--- src/rtl/supv_pkg.sv ---
package supv_pkg;
  // bits for a counter holding 0..n-1
  function automatic int cnt_w(input int n);
    return (n > 1) ? $clog2(n) : 1;
  endfunction
endpackage

--- src/rtl/supv_sync.sv ---
module supv_sync #(
  parameter logic INIT = 1'b0
) (
  input  logic clk_i,
  input  logic rst_ni,
  input  logic d_i,
  output logic q_o
);
  logic s1_q, s2_q;

  always_ff @(posedge clk_i or negedge rst_ni) begin
    if (!rst_ni) begin
      s1_q <= INIT;
      s2_q <= INIT;
    end else begin
      s1_q <= d_i;
      s2_q <= s1_q;
    end
  end

  assign q_o = s2_q;
endmodule

--- src/rtl/supv_filter.sv ---
module supv_filter #(
  parameter int   LEN  = 4,
  parameter logic INIT = 1'b0
) (
  input  logic clk_i,
  input  logic rst_ni,
  input  logic d_i,
  output logic q_o
);
  localparam int CW = supv_pkg::cnt_w(LEN);
  localparam logic [CW-1:0] LAST = CW'(LEN - 1);

  logic [CW-1:0] cnt_q;
  logic          q_q;

  // output follows input only after LEN consecutive disagreeing samples
  always_ff @(posedge clk_i or negedge rst_ni) begin
    if (!rst_ni) begin
      cnt_q <= '0;
      q_q   <= INIT;
    end else if (d_i == q_q) begin
      cnt_q <= '0;
    end else if (cnt_q == LAST) begin
      cnt_q <= '0;
      q_q   <= d_i;
    end else begin
      cnt_q <= cnt_q + CW'(1);
    end
  end

  assign q_o = q_q;

  assert_filter_run_R3: assert property (@(posedge clk_i) disable iff (!rst_ni)
    !$stable(q_q) |-> ($past(cnt_q) == LAST && $past(d_i) != $past(q_q)));

  assert_filter_range_R3: assert property (@(posedge clk_i) disable iff (!rst_ni)
    cnt_q <= LAST);
endmodule

--- src/rtl/supv_wdog.sv ---
module supv_wdog #(
  parameter int PERIOD = 200
) (
  input  logic clk_i,
  input  logic rst_ni,
  input  logic sda_i,
  input  logic hold_i,
  output logic fire_o
);
  localparam int CW = supv_pkg::cnt_w(PERIOD);
  localparam logic [CW-1:0] LAST = CW'(PERIOD - 1);

  logic          sda_s, prev_q, kick;
  logic [CW-1:0] cnt_q;
  logic          fire_q;

  supv_sync #(.INIT(1'b1)) u_sync (
    .clk_i (clk_i),
    .rst_ni(rst_ni),
    .d_i   (sda_i),
    .q_o   (sda_s)
  );

  assign kick = sda_s ^ prev_q;

  always_ff @(posedge clk_i or negedge rst_ni) begin
    if (!rst_ni) begin
      prev_q <= 1'b1;
      cnt_q  <= '0;
      fire_q <= 1'b0;
    end else begin
      prev_q <= sda_s;
      if (hold_i || kick) begin
        cnt_q  <= '0;
        fire_q <= 1'b0;
      end else if (cnt_q == LAST) begin
        cnt_q  <= '0;
        fire_q <= 1'b1;
      end else begin
        cnt_q  <= cnt_q + CW'(1);
        fire_q <= 1'b0;
      end
    end
  end

  assign fire_o = fire_q;

  assert_wd_hold_clear_R7: assert property (@(posedge clk_i) disable iff (!rst_ni)
    hold_i |=> (cnt_q == '0 && !fire_q));

  assert_wd_kick_R7: assert property (@(posedge clk_i) disable iff (!rst_ni)
    kick |=> (cnt_q == '0 && !fire_q));

  assert_wd_pulse_R6: assert property (@(posedge clk_i) disable iff (!rst_ni)
    fire_q |=> !fire_q);
endmodule

--- src/rtl/supv_timeout.sv ---
module supv_timeout #(
  parameter int LEN = 20
) (
  input  logic clk_i,
  input  logic rst_ni,
  input  logic event_i,
  output logic active_o
);
  localparam int CW = supv_pkg::cnt_w(LEN);
  localparam logic [CW-1:0] LAST = CW'(LEN - 1);

  logic [CW-1:0] cnt_q;
  logic          active_q;

  always_ff @(posedge clk_i or negedge rst_ni) begin
    if (!rst_ni) begin
      cnt_q    <= '0;
      active_q <= 1'b1;
    end else if (event_i) begin
      cnt_q    <= '0;
      active_q <= 1'b1;
    end else if (active_q) begin
      if (cnt_q == LAST) begin
        cnt_q    <= '0;
        active_q <= 1'b0;
      end else begin
        cnt_q <= cnt_q + CW'(1);
      end
    end
  end

  assign active_o = active_q;

  assert_restart_R8: assert property (@(posedge clk_i) disable iff (!rst_ni)
    event_i |=> (active_q && cnt_q == '0));

  assert_release_len_R2: assert property (@(posedge clk_i) disable iff (!rst_ni)
    $fell(active_q) |-> ($past(cnt_q) == LAST && !$past(event_i)));

  assert_idle_count_R2: assert property (@(posedge clk_i) disable iff (!rst_ni)
    !active_q |-> cnt_q == '0);
endmodule

--- src/rtl/supv_top.sv ---
module supv_top #(
  parameter int GLITCH_CYC   = 5,
  parameter int DEBOUNCE_CYC = 1_000_000,
  parameter int TIMEOUT_CYC  = 10_000_000,
  parameter int WDOG_CYC     = 80_000_000,
  parameter bit WDOG_EN      = 1'b1
) (
  input  logic clk_i,
  input  logic rst_ni,
  input  logic supply_ok_i,
  input  logic mrst_ni,
  input  logic sda_i,
  output logic rst_o,
  output logic rst_no,
  output logic wr_inhibit_o
);
  logic sup_s, mr_s, supply_good, mr_pressed, wd_fire, rst_event, active;

  supv_sync #(.INIT(1'b0)) u_sup_sync (
    .clk_i (clk_i), .rst_ni(rst_ni), .d_i(supply_ok_i), .q_o(sup_s)
  );

  supv_sync #(.INIT(1'b1)) u_mr_sync (
    .clk_i (clk_i), .rst_ni(rst_ni), .d_i(mrst_ni), .q_o(mr_s)
  );

  supv_filter #(.LEN(GLITCH_CYC), .INIT(1'b0)) u_sup_filt (
    .clk_i (clk_i), .rst_ni(rst_ni), .d_i(sup_s), .q_o(supply_good)
  );

  supv_filter #(.LEN(DEBOUNCE_CYC), .INIT(1'b0)) u_mr_filt (
    .clk_i (clk_i), .rst_ni(rst_ni), .d_i(~mr_s), .q_o(mr_pressed)
  );

  generate
    if (WDOG_EN) begin : g_wdog
      supv_wdog #(.PERIOD(WDOG_CYC)) u_wdog (
        .clk_i (clk_i),
        .rst_ni(rst_ni),
        .sda_i (sda_i),
        .hold_i(active),
        .fire_o(wd_fire)
      );
    end else begin : g_no_wdog
      logic unused_sda;
      assign unused_sda = sda_i;
      assign wd_fire    = 1'b0;
    end
  endgenerate

  assign rst_event = ~supply_good | mr_pressed | wd_fire;

  supv_timeout #(.LEN(TIMEOUT_CYC)) u_tmo (
    .clk_i   (clk_i),
    .rst_ni  (rst_ni),
    .event_i (rst_event),
    .active_o(active)
  );

  assign rst_o        = active;
  assign rst_no       = ~active;
  assign wr_inhibit_o = ~supply_good;

  assert_supply_reset_R1: assert property (@(posedge clk_i) disable iff (!rst_ni)
    !supply_good |=> rst_o);

  assert_manual_reset_R4: assert property (@(posedge clk_i) disable iff (!rst_ni)
    mr_pressed |=> rst_o);

  assert_inhibit_reset_R9: assert property (@(posedge clk_i) disable iff (!rst_ni)
    (wr_inhibit_o && $past(wr_inhibit_o)) |-> rst_o);

  assert_wdog_reset_R6: assert property (@(posedge clk_i) disable iff (!rst_ni)
    wd_fire |=> rst_o);
endmodule

--- config.mk ---
export PLATFORM = sky130hd
export DESIGN_NAME = supv_top
export DESIGN_NICKNAME = d
export VERILOG_FILES = /design/src/rtl/supv_pkg.sv /design/src/rtl/supv_sync.sv /design/src/rtl/supv_filter.sv /design/src/rtl/supv_wdog.sv /design/src/rtl/supv_timeout.sv /design/src/rtl/supv_top.sv
export SDC_FILE = /design/constraint.sdc
export NUM_CORES = 1
export LEC_CHECK = 0
export BUFFER_PORTS_ARGS = -buffer_cell sky130_fd_sc_hd__buf_4
export CAP_MARGIN = 20
export CORE_MARGIN = 4
export CORE_UTILIZATION = 25
export DETAILED_ROUTE_END_ITERATION = 12
export GPL_TIMING_DRIVEN = 0
export PLACE_DENSITY = 0.48
export RECOVER_POWER = 25
export REMOVE_ABC_BUFFERS = 1
export SLEW_MARGIN = 20
export SYNTH_ARGS = -nofsm -noshare
export SYNTH_HDL_FRONTEND = slang
export SYNTH_SLANG_ARGS = --single-unit
--- constraint.sdc ---
create_clock -name clk_i -period 3.39 [get_ports clk_i]
set_input_delay 0.678 -clock clk_i [delete_from_list [all_inputs] [get_ports clk_i]]
set_output_delay 0.678 -clock clk_i [all_outputs]
set_load 0.005 [all_outputs]
Word level (Yosys, flattened, before mapping)

Cells that the tools add are included.

Word-level logic and storage cells: 51
Flip-flop bits (word level): 85
Output and inout port bits: 3
Input bits: 5

Reduce and logical (&&, ||, !) cells: 4
Bitwise gates (word level): 8
Muxes and demuxes: 14
Add/sub/neg operators: 4
Equality and inequality tests: 6

Operator list:

| operator              | number |
|---|---|
| $mux 24               | 3 |
| $mux 27               | 2 |
| $mux 20               | 2 |
| $add 27x1->27 const B | 1 |
| $eq 27x27->1 const B  | 1 |
| $add 24x1->24 const B | 1 |
| $eq 24x24->1 const B  | 1 |
| $add 20x1->20 const B | 1 |
| $eq 20x20->1 const B  | 1 |
| $mux 3                | 2 |
| $mux 1                | 5 |
| $not 1->1             | 5 |
| $reduce_and 2->1      | 2 |
| $add 3x1->3 const B   | 1 |
| $eq 3x3->1 const B    | 1 |
| $eq 1x1->1            | 2 |
| $or 1x1->1            | 2 |
| $reduce_bool 2->1     | 1 |
| $logic_or 1x1->1      | 1 |
| $xor 1x1->1           | 1 |

Longest topological paths before layout

Gate-level depths: netlist of run 1.

Depth in word-level cells: 4
Mapped depth: 7
Mapped depth without buffers: 6

Cells and area by module

A second synthesis of run 1 with hierarchy kept.

Cells, all modules: 470
Area, all modules: 4,481.8 µm²

Modules (own cells, without submodules):

| module                                | sequential area each (µm²) | times used | cells each | area an instance (µm²) |
|---|---|---|---|---|
| supv_wdog                             | 726.9                      | 1          | 163        | 1,530.2 |
| supv_timeout                          | 626.9                      | 1          | 175        | 1,521.5 |
| supv_filter at u_mr_filt              | 525.5                      | 1          | 106        | 1,064.8 |
| supv_filter at u_sup_filt             | 100.1                      | 1          | 16         | 190.2 |
| supv_sync at g_wdog.u_wdog.u_sync ... | 52.6                       | 2          | 2          | 52.6 |
| supv_sync at u_sup_sync               | 50.0                       | 1          | 2          | 50.0 |
| supv_top                              | 0.0                        | 1          | 4          | 20.0 |

Worst setup path after synthesis of run 1

OpenSTA, ideal clock, no wires.

Path kind: register to register
From: register u_tmo.cnt_q[13]
To: register u_tmo.cnt_q[12]
Setup time: 0.121 ns
Path buffers: 1
Required time: 3.269 ns
Arrival: 1.813 ns
Cell stages (with the launch flop): 7
Path slack: 1.456 ns
Cell sequence: dfrtp_1 or4b_4 nor4_4 nand4_4 and3_4 buf_6 a22o_1

Cells in the longest elaborated chain, start to end: 4

Ends and longest elaborated chain:

| what                   | line               | RTL |
|---|---|---|
| from (decl)            | supv_timeout.sv:12 | `logic [CW-1:0] cnt_q;` |
| from (signal assigned) | supv_timeout.sv:27 | `cnt_q <= cnt_q + CW'(1);` |
| $eq 24x24->1           | supv_timeout.sv:23 | `if (cnt_q == LAST) begin` |
| $mux 24                | supv_timeout.sv:23 |  |
| $mux 24                | supv_timeout.sv:22 | `end else if (active_q) begin` |
| $mux 24                | supv_timeout.sv:19 | `end else if (event_i) begin` |

No other way between the ends. The select of a mux whose other input is x is not followed.
A chain may end at the register's enable or synchronous reset.

Worst setup path in the final report of run 1

From: register g_wdog.u_wdog.cnt_q[0]
To: register g_wdog.u_wdog.cnt_q[13]

Cells in the longest elaborated chain, start to end: 3
Elaborated cells between the ends (all ways): 4

Ends and longest elaborated chain:

| what                                                 | line                             | RTL |
|---|---|---|
| from (decl)                                          | supv_wdog.sv:14                  | `logic [CW-1:0] cnt_q;` |
| from (signal assigned)                               | supv_wdog.sv:40                  | `cnt_q <= cnt_q + CW'(1);` |
| $add 27x1->27 / $eq 27x27->1 (equally long branches) | supv_wdog.sv:40, supv_wdog.sv:36 |  |
| $mux 27 *                                            | supv_wdog.sv:36                  | `end else if (cnt_q == LAST) begin` |
| $mux 27 *                                            | supv_wdog.sv:33                  | `if (hold_i \|\| kick) begin` |

Every way passes the cells marked *; elsewhere a longest branch is shown, timed or not.

==> summary.txt, run 1 <==
Run status
  • Status: finished with violations
  • Failing checks: capacitance limit, slew limit

Power
  • Power Density: 495 mW/mm^2
  • Total Power: around 2.4 mW
  • Max IR drop VDD: 0.216 mV
  • Leak pwr: between 2 and 2.5 nW

Detailed routing
  • Avg WL per Cell: 13.3 um
  • DR DRC count: 0
  • Via count: 3152
  • Antenna viol nets, final: 0
  • Initial DRC count: ~170
  • Drt total wl: 8740 um
  • Via-to-Cell Ratio: ~4.8
  • First drt pass iteration count: 5

CTS
  • Clock Latency Late Sink: 340 ps
  • Root Driver: clkbuf_16
  • H-Tree Depth: 3
  • Clk slew on worst S/H paths: 60 ps
  • Post-CTS Setup Repair Bufs: 0
  • CTS tree: built
  • Cts repair resizes: 0
  • Clk sink count: 85
  • TritonCTS buffer count: 9
  • Clock Path Buffers: 2
  • Cts hold-fix bufs: 0

Layout
  • N_diodes: 0
  • Proportion of layout cells with a drive suffix above 1: 10.0%
  • Layout Area Growth over Synthesis: 13.5%
  • Post-route cell area: between 0.004 and 0.005 sq mm
  • Non-filler cells in the finished layout: ~660
  • Final nets: between 400 and 500

Logic synthesis
  • Cell accounting for the most synthesized area: dfrtp_1
  • Syn_area_per_cell: 10.0 sq um
  • Distinct cell type count after synthesis: 49
  • Ys async rst share: 100%
  • Area fraction of the dominant cell type after synthesis: 46.1%
  • Largest cells by area after synthesis: dfrtp_1 46%, xor2_1 7.0%, nor2_1 5.7%, nand3_1 3.7%, dfstp_2 3.7%
  • Syn Inst Count: 428
  • Dominant synthesized flop cell: dfrtp_1
  • #FFs+latches synth: 85
  • Register area share after synthesis: 49.8%
  • Yosys warning count: 0
  • Post-synth EDFFs: 0
  • Synth Cell Area: 0.00428 sq mm

Setup path
  • CP required: 3590 ps
  • Worst path arrival time: 2530 ps
  • Startpoint Class: flop
  • Crit-path max FO: 20
  • CP Class: reg2reg
  • Crit end category: flop

Placement
  • Final HPWL DP: 5690 um
  • Placed cell count: 642
  • GP Congestion: 0.752
  • Area after DPL: 0.00455 sq mm
  • Port bufs: 7

Global routing
  • Vias in the first global route: 3134
  • Pin count of the biggest net entering global routing: 86
  • First-pass GRT wire length: 15500 um
  • Global route total overflow: 0
  • GR Util All Layers: 9.58%
  • Initial antenna violation count: 0

STA
  • Max-slew violation count: 86
  • Max Clk Rate: around 0.43 GHz
  • Worst-Margin Slew: 2100 ps
  • Tmin final: 2330 ps
  • Finish-stage setup viols: 0
  • RSZ-0062 raised after global routing: no
  • Final TNS setup: 0 ps
  • Clk_skew: 7.70 ps
  • Slew headroom: -40.3%
  • Final hold vios: 0
  • Tcrit/Tclk final: between 60% and 70%

Die
  • Full die area: slightly below 0.02 sq mm
  • Core Area: 0.0167 sq mm
  • Die height: 139 um
  • Starting Density: 25.7%
  • # rows: 47
  • Chip width: 139 um
  • # IOs: 8

Hold path
  • Hold WC Path Type: reg2reg

Run
  • Max Cap Violations: 1
## state kept, by name (all words and copies together), names as in the netlist
signal                     count
g_wdog.u_wdog.cnt_q           27
u_tmo.cnt_q                   24
u_mr_filt.cnt_q               20
u_sup_filt.cnt_q               3
g_wdog.u_wdog.fire_o           1
g_wdog.u_wdog.prev_q           1
g_wdog.u_wdog.u_sync.q_o       1
g_wdog.u_wdog.u_sync.s1_q      1
u_mr_filt.q_o                  1
u_mr_sync.q_o                  1
u_mr_sync.s1_q                 1
u_sup_filt.q_o                 1
u_sup_sync.q_o                 1
u_sup_sync.s1_q                1
u_tmo.active_o                 1
## worst paths after layout
path / startpoint / endpoint / slack [ps] / cells past startpoint
min: g_wdog.u_wdog.u_sync.s1_q$_DFF_PN1_ / g_wdog.u_wdog.u_sync.q_o$_DFF_PN1_ / 370 / 0
min in group asynchronous: rst_ni / u_tmo.cnt_q[6]$_DFFE_PN0P_ / 960 / 1
max reg2reg: g_wdog.u_wdog.cnt_q[0]$_DFF_PN0_ / g_wdog.u_wdog.cnt_q[13]$_DFF_PN0_ / 1060 / 6
max: g_wdog.u_wdog.cnt_q[0]$_DFF_PN0_ / g_wdog.u_wdog.cnt_q[13]$_DFF_PN0_ / 1060 / 6
max in group asynchronous: rst_ni / u_mr_filt.cnt_q[12]$_DFF_PN0_ / 1210 / 1
min reg2reg: g_wdog.u_wdog.u_sync.s1_q$_DFF_PN1_ / g_wdog.u_wdog.u_sync.q_o$_DFF_PN1_ / 370 / 0
## power by group
group          switching [mW]  internal, mW  total (mW)
clock network           0.412         0.649        1.06
registers              0.0381          1.05        1.09
logic                   0.152         0.104       0.255
total                   0.601          1.80        2.40
## through the flow
stage	hold slack (ps)	utilization [%]	worst slack, ps
global route	368	29.1	697
detailed placement	345	27.2	1010
global placement	344	27.2	531
CTS	358	29.1	987
finish	365	29.1	1060
floorplan	331	-	1310
## cells in the mapped netlist, types with 2 or more instances
master and count:
nor2_1 65, a211oi_1 2, and3_1 16, o21ai_0 6
a31o_2 5, and4_1 7, xor2_1 34, a31oi_1 6
nor3b_1 3, nor4_4 2, xnor2_1 14, nor4_2 2
nand3_1 32, inv_1 10, and2_1 2, nor4_1 4
nand2_1 34, ha_1 5, o31ai_1 3, nor3_1 10
dfrtp_1 79, a22o_1 6, nand4_4 2, a21oi_1 8
buf_6 3, mux2i_1 4, clkbuf_1 8, nor4b_1 2
dfstp_2 6, or3_1 5, buf_2 2, nand4_1 24
## area by class of cell
type | count | area (sq um)
Clock buffer | 11 | 233
Clock inverter | 5 | 85.1
Fill cell | 1783 | 11800
Inverter | 10 | 37.5
Multi-Input combinational cell | 319 | 2040
Sequential cell | 85 | 2130
Tap cell | 220 | 275
Timing Repair Buffer | 8 | 57.6
## critical path, stage by stage, from the launching register on
cell	delay (ps)
dfrtp_1	450
ha_1	280
nand3_1	130
nor2_1	410
nand3_1	300
o21bai_4	520
nor2_1	110
## metal layers
metal  track usage, %  up-vias  part of all wire (%)
met2             14.7       45                    46
met1             13.1     1558                    49
met4             3.45        0                   1.6
met3             2.41       10                   3.4
li1                 -     1539                     -
met5                0        -                     0
## cells by family after synthesis
kind of cell	synth area share, %
DFF	49.8
buffers and inverters	2.69
xor gates and xnor gates	9.81
muxes	1.20
and+or+nand+nor	27.6
adders and majority gates	1.46
AOI/OAI and AO/OA	7.42
## placed cells by master (no fill, tap or decap), types with 7 or more instances in the layout
cell / n
dfrtp_1: 79
nor2_1: 65
nand2_1: 34
xor2_1: 34
nand3_1: 32
nand4_1: 24
and3_1: 16
xnor2_1: 14
inv_1: 10
nor3_1: 10
clkbuf_16: 9
a21oi_1: 8
and4_1: 7
Power figures use the tool's default switching activity.
==> inputs of run 2 (changes only) <==
- clock period: 3.39 -> 2.38 ns (I/O delays scaled with it)
==> run 2 against run 1 <==
  * The run still ends with capacitance limit, slew limit left
  * Via count decreased by 0.60%
  * Largest power group unchanged
  * Final area increased by 0.44%
  * Critical path type unchanged
  * Critical path depth unchanged
  * Core utilization increased by 0.13 points
  * Clock skew about the same
  * Worst hold slack got worse by 120 ps
  * Cell count increased by 0.15%
  * Maximum frequency increased by 5.2%
  * Setup slack got worse by 890 ps
  * Clock power increased by 42%
  * Sequential cell count unchanged
==> summary.txt, run 2 (synthesized netlist as in run 1, its figures left out) <==
Run status
  • Status: finished with violations
  • Failing checks: capacitance limit, slew limit

Power
  • Share of total power in combinational logic: 10.6%
  • Sequential share of power: 45.3%
  • Power Density: around 700 mW/mm^2
  • Clock group share of total power: 44.1%
  • Max IR drop VDD: 0.308 mV
  • Internal power: 2.57 mW
  • Leak pwr: 2.06 nW
  • Sw Share: 25.0%
  • Switching pwr: 856 uW

STA
  • Finish-stage setup viols: 0
  • Max-slew violation count: 86
  • Hold WS: between 200 and 250 ps
  • RSZ-0062 raised after global routing: no
  • Tcrit/Tclk final: a little over 90%
  • Final TNS setup: 0 ps
  • Final hold vios: 0
  • Clk_skew: 7.91 ps
  • Tmin final: roughly 2200 ps
  • Worst-Margin Slew: 1880 ps
  • Max Clk Rate: 0.451 GHz
  • Slew headroom: -25.3%

Run
  • Max Cap Violations: 1

Setup path
  • Reg2reg path depth: 6
  • CP Class: reg2reg
  • Startpoint Class: flop
  • Crit-path max FO: 18
  • CP required: 2610 ps
  • Worst path arrival time: 2440 ps
  • Crit end category: flop

Detailed routing
  • Avg WL per Cell: 13.4 um
  • Initial DRC count: just under 200
  • Via-to-Cell Ratio: 4.75
  • DR DRC count: 0
  • First drt pass iteration count: 5
  • Via count: 3133
  • Antenna viol nets, final: 0
  • Drt total wl: 8820 um

CTS
  • Clk slew on worst S/H paths: 60 ps
  • Clk sink count: 85
  • H-Tree Depth: 3
  • Clock Path Buffers: 2
  • TritonCTS buffer count: 9
  • Root Driver: clkbuf_16
  • Cts hold-fix bufs: 0
  • Clock Latency Late Sink: ~340 ps
  • CTS tree: built

Placement
  • Final HPWL DP: 5690 um
  • Placed cell count: 642
  • Port bufs: 7
  • Area after DPL: between 0.004 and 0.005 sq mm
  • GP Congestion: 0.752

Layout
  • Final Core Density: 29.2%
  • Largest Register: g_wdog.u_wdog.cnt_q
  • Commonest cells after routing, fill and taps aside: 79 x dfrtp_1, 64 x nor2_1, 34 x nand2_1, 34 x xor2_1, 32 x nand3_1
  • Most common cell after layout, fill and taps aside: dfrtp_1
  • Post-route cell area: 0.00488 sq mm
  • Proportion of layout cells with a drive suffix above 1: about a tenth
  • Layout Area Growth over Synthesis: 14.0%
  • Filler cells: 1781
  • Biggest regs: g_wdog.u_wdog.cnt_q: 27 flops, u_tmo.cnt_q: 24 flops, u_mr_filt.cnt_q: 20 flops
  • N_diodes: 0
  • Final nets: 444
  • Non-filler cells in the finished layout: between 600 and 700
  • Largest register FFs: 27

Die
  • # rows: between 40 and 50
  • Starting Density: 25.7%
  • Full die area: 0.0193 sq mm
  • Die height: 139 um
  • # IOs: 8
  • Chip width: approximately 140 um
  • Core Area: approximately 0.017 sq mm

Hold path
  • Hold depth: 1
  • Hold WC Path Type: in2reg

Global routing
  • Initial antenna violation count: 0
  • Global route total overflow: 0
  • Pin count of the biggest net entering global routing: 86
  • Vias in the first global route: 3136
  • GR Util All Layers: 9.58%
  • First-pass GRT wire length: 15500 um
==> run 2: cell types whose count changed in the layout (fill, tap and decap cells not counted) <==
cell,delta
nor2_1,-1
buf_2,+1
clkbuf_2,-1
o21bai_4,+1
nor2_2,+1
==> run 2: metal layers <==
metal / GRT usage (%) / share of wire [%] / up-vias
li1: - / - / 1543
met1: 13.1 / 50 / 1543
met2: 14.7 / 46 / 37
met3: 2.41 / 2.7 / 10
met4: 3.45 / 1.6 / 0
met5: 0 / 0 / -
==> run 2: power by group through the flow <==
stage / clock network, mW / logic [mW] / registers, mW
floorplan: 0 / 0.241 / 1.56
global placement: 0 / 0.351 / 1.57
detailed placement: 0 / 0.370 / 1.58
CTS: 1.57 / 0.372 / 1.55
global route: 1.63 / 0.418 / 1.56
finish: 1.51 / 0.363 / 1.55
==> run 2: what timing repair did <==
| action | in CTS | in global routing |
|---|---|---|
| cloned | 0 | 1 |
| pin swaps | 1 | 1 |
| buffers inserted | 0 | 0 |
| hold endpoints to repair | 0 | 0 |
| endpoints found under the setup margin | 14 | 20 |
| gates resized for setup | 0 | 2 |
==> run 2: cell type report <==
type / count / area, sq um / area share, %
Inverter: 10 / 37.5 / 0.769
Timing Repair Buffer: 8 / 57.6 / 1.18
Tap cell: 220 / 275 / 5.64
Sequential cell: 85 / 2130 / 43.7
Clock buffer: 11 / 233 / 4.77
Multi-Input combinational cell: 320 / 2060 / 42.2
Clock inverter: 5 / 85.1 / 1.74
==> run 2: per-stage QoR <==
stage               power [mW]  setup WS, ps
global route              3.60          13.2
finish                    3.43           164
floorplan                 1.81           299
global placement          1.93          -479
CTS                       3.49          6.39
detailed placement        1.95         -1.01
==> run 2: worst paths after layout <==
kind                                                     startpoint                                  to  slack (ps)
worst max-delay path                     u_tmo.cnt_q[0]$_DFFE_PN0P_         u_tmo.cnt_q[13]$_DFFE_PN0P_         160
worst min-delay path                                        mrst_ni            u_mr_sync.s1_q$_DFF_PN1_         240
worst max register to register           u_tmo.cnt_q[0]$_DFFE_PN0P_         u_tmo.cnt_q[13]$_DFFE_PN0P_         160
worst min register to register  g_wdog.u_wdog.u_sync.s1_q$_DFF_PN1_  g_wdog.u_wdog.u_sync.q_o$_DFF_PN1_         370
max in group asynchronous                                    rst_ni       u_mr_filt.cnt_q[12]$_DFF_PN0_         600
min in group asynchronous                                    rst_ni          u_tmo.cnt_q[6]$_DFFE_PN0P_         670
==> run 2: critical path: stages, from the launching register on <==
cell	delay, ps
dfrtp_1	480
ha_1	230
nand2_1	160
nor4_4	330
nand4_4	320
a31o_2	350
a22o_1	230
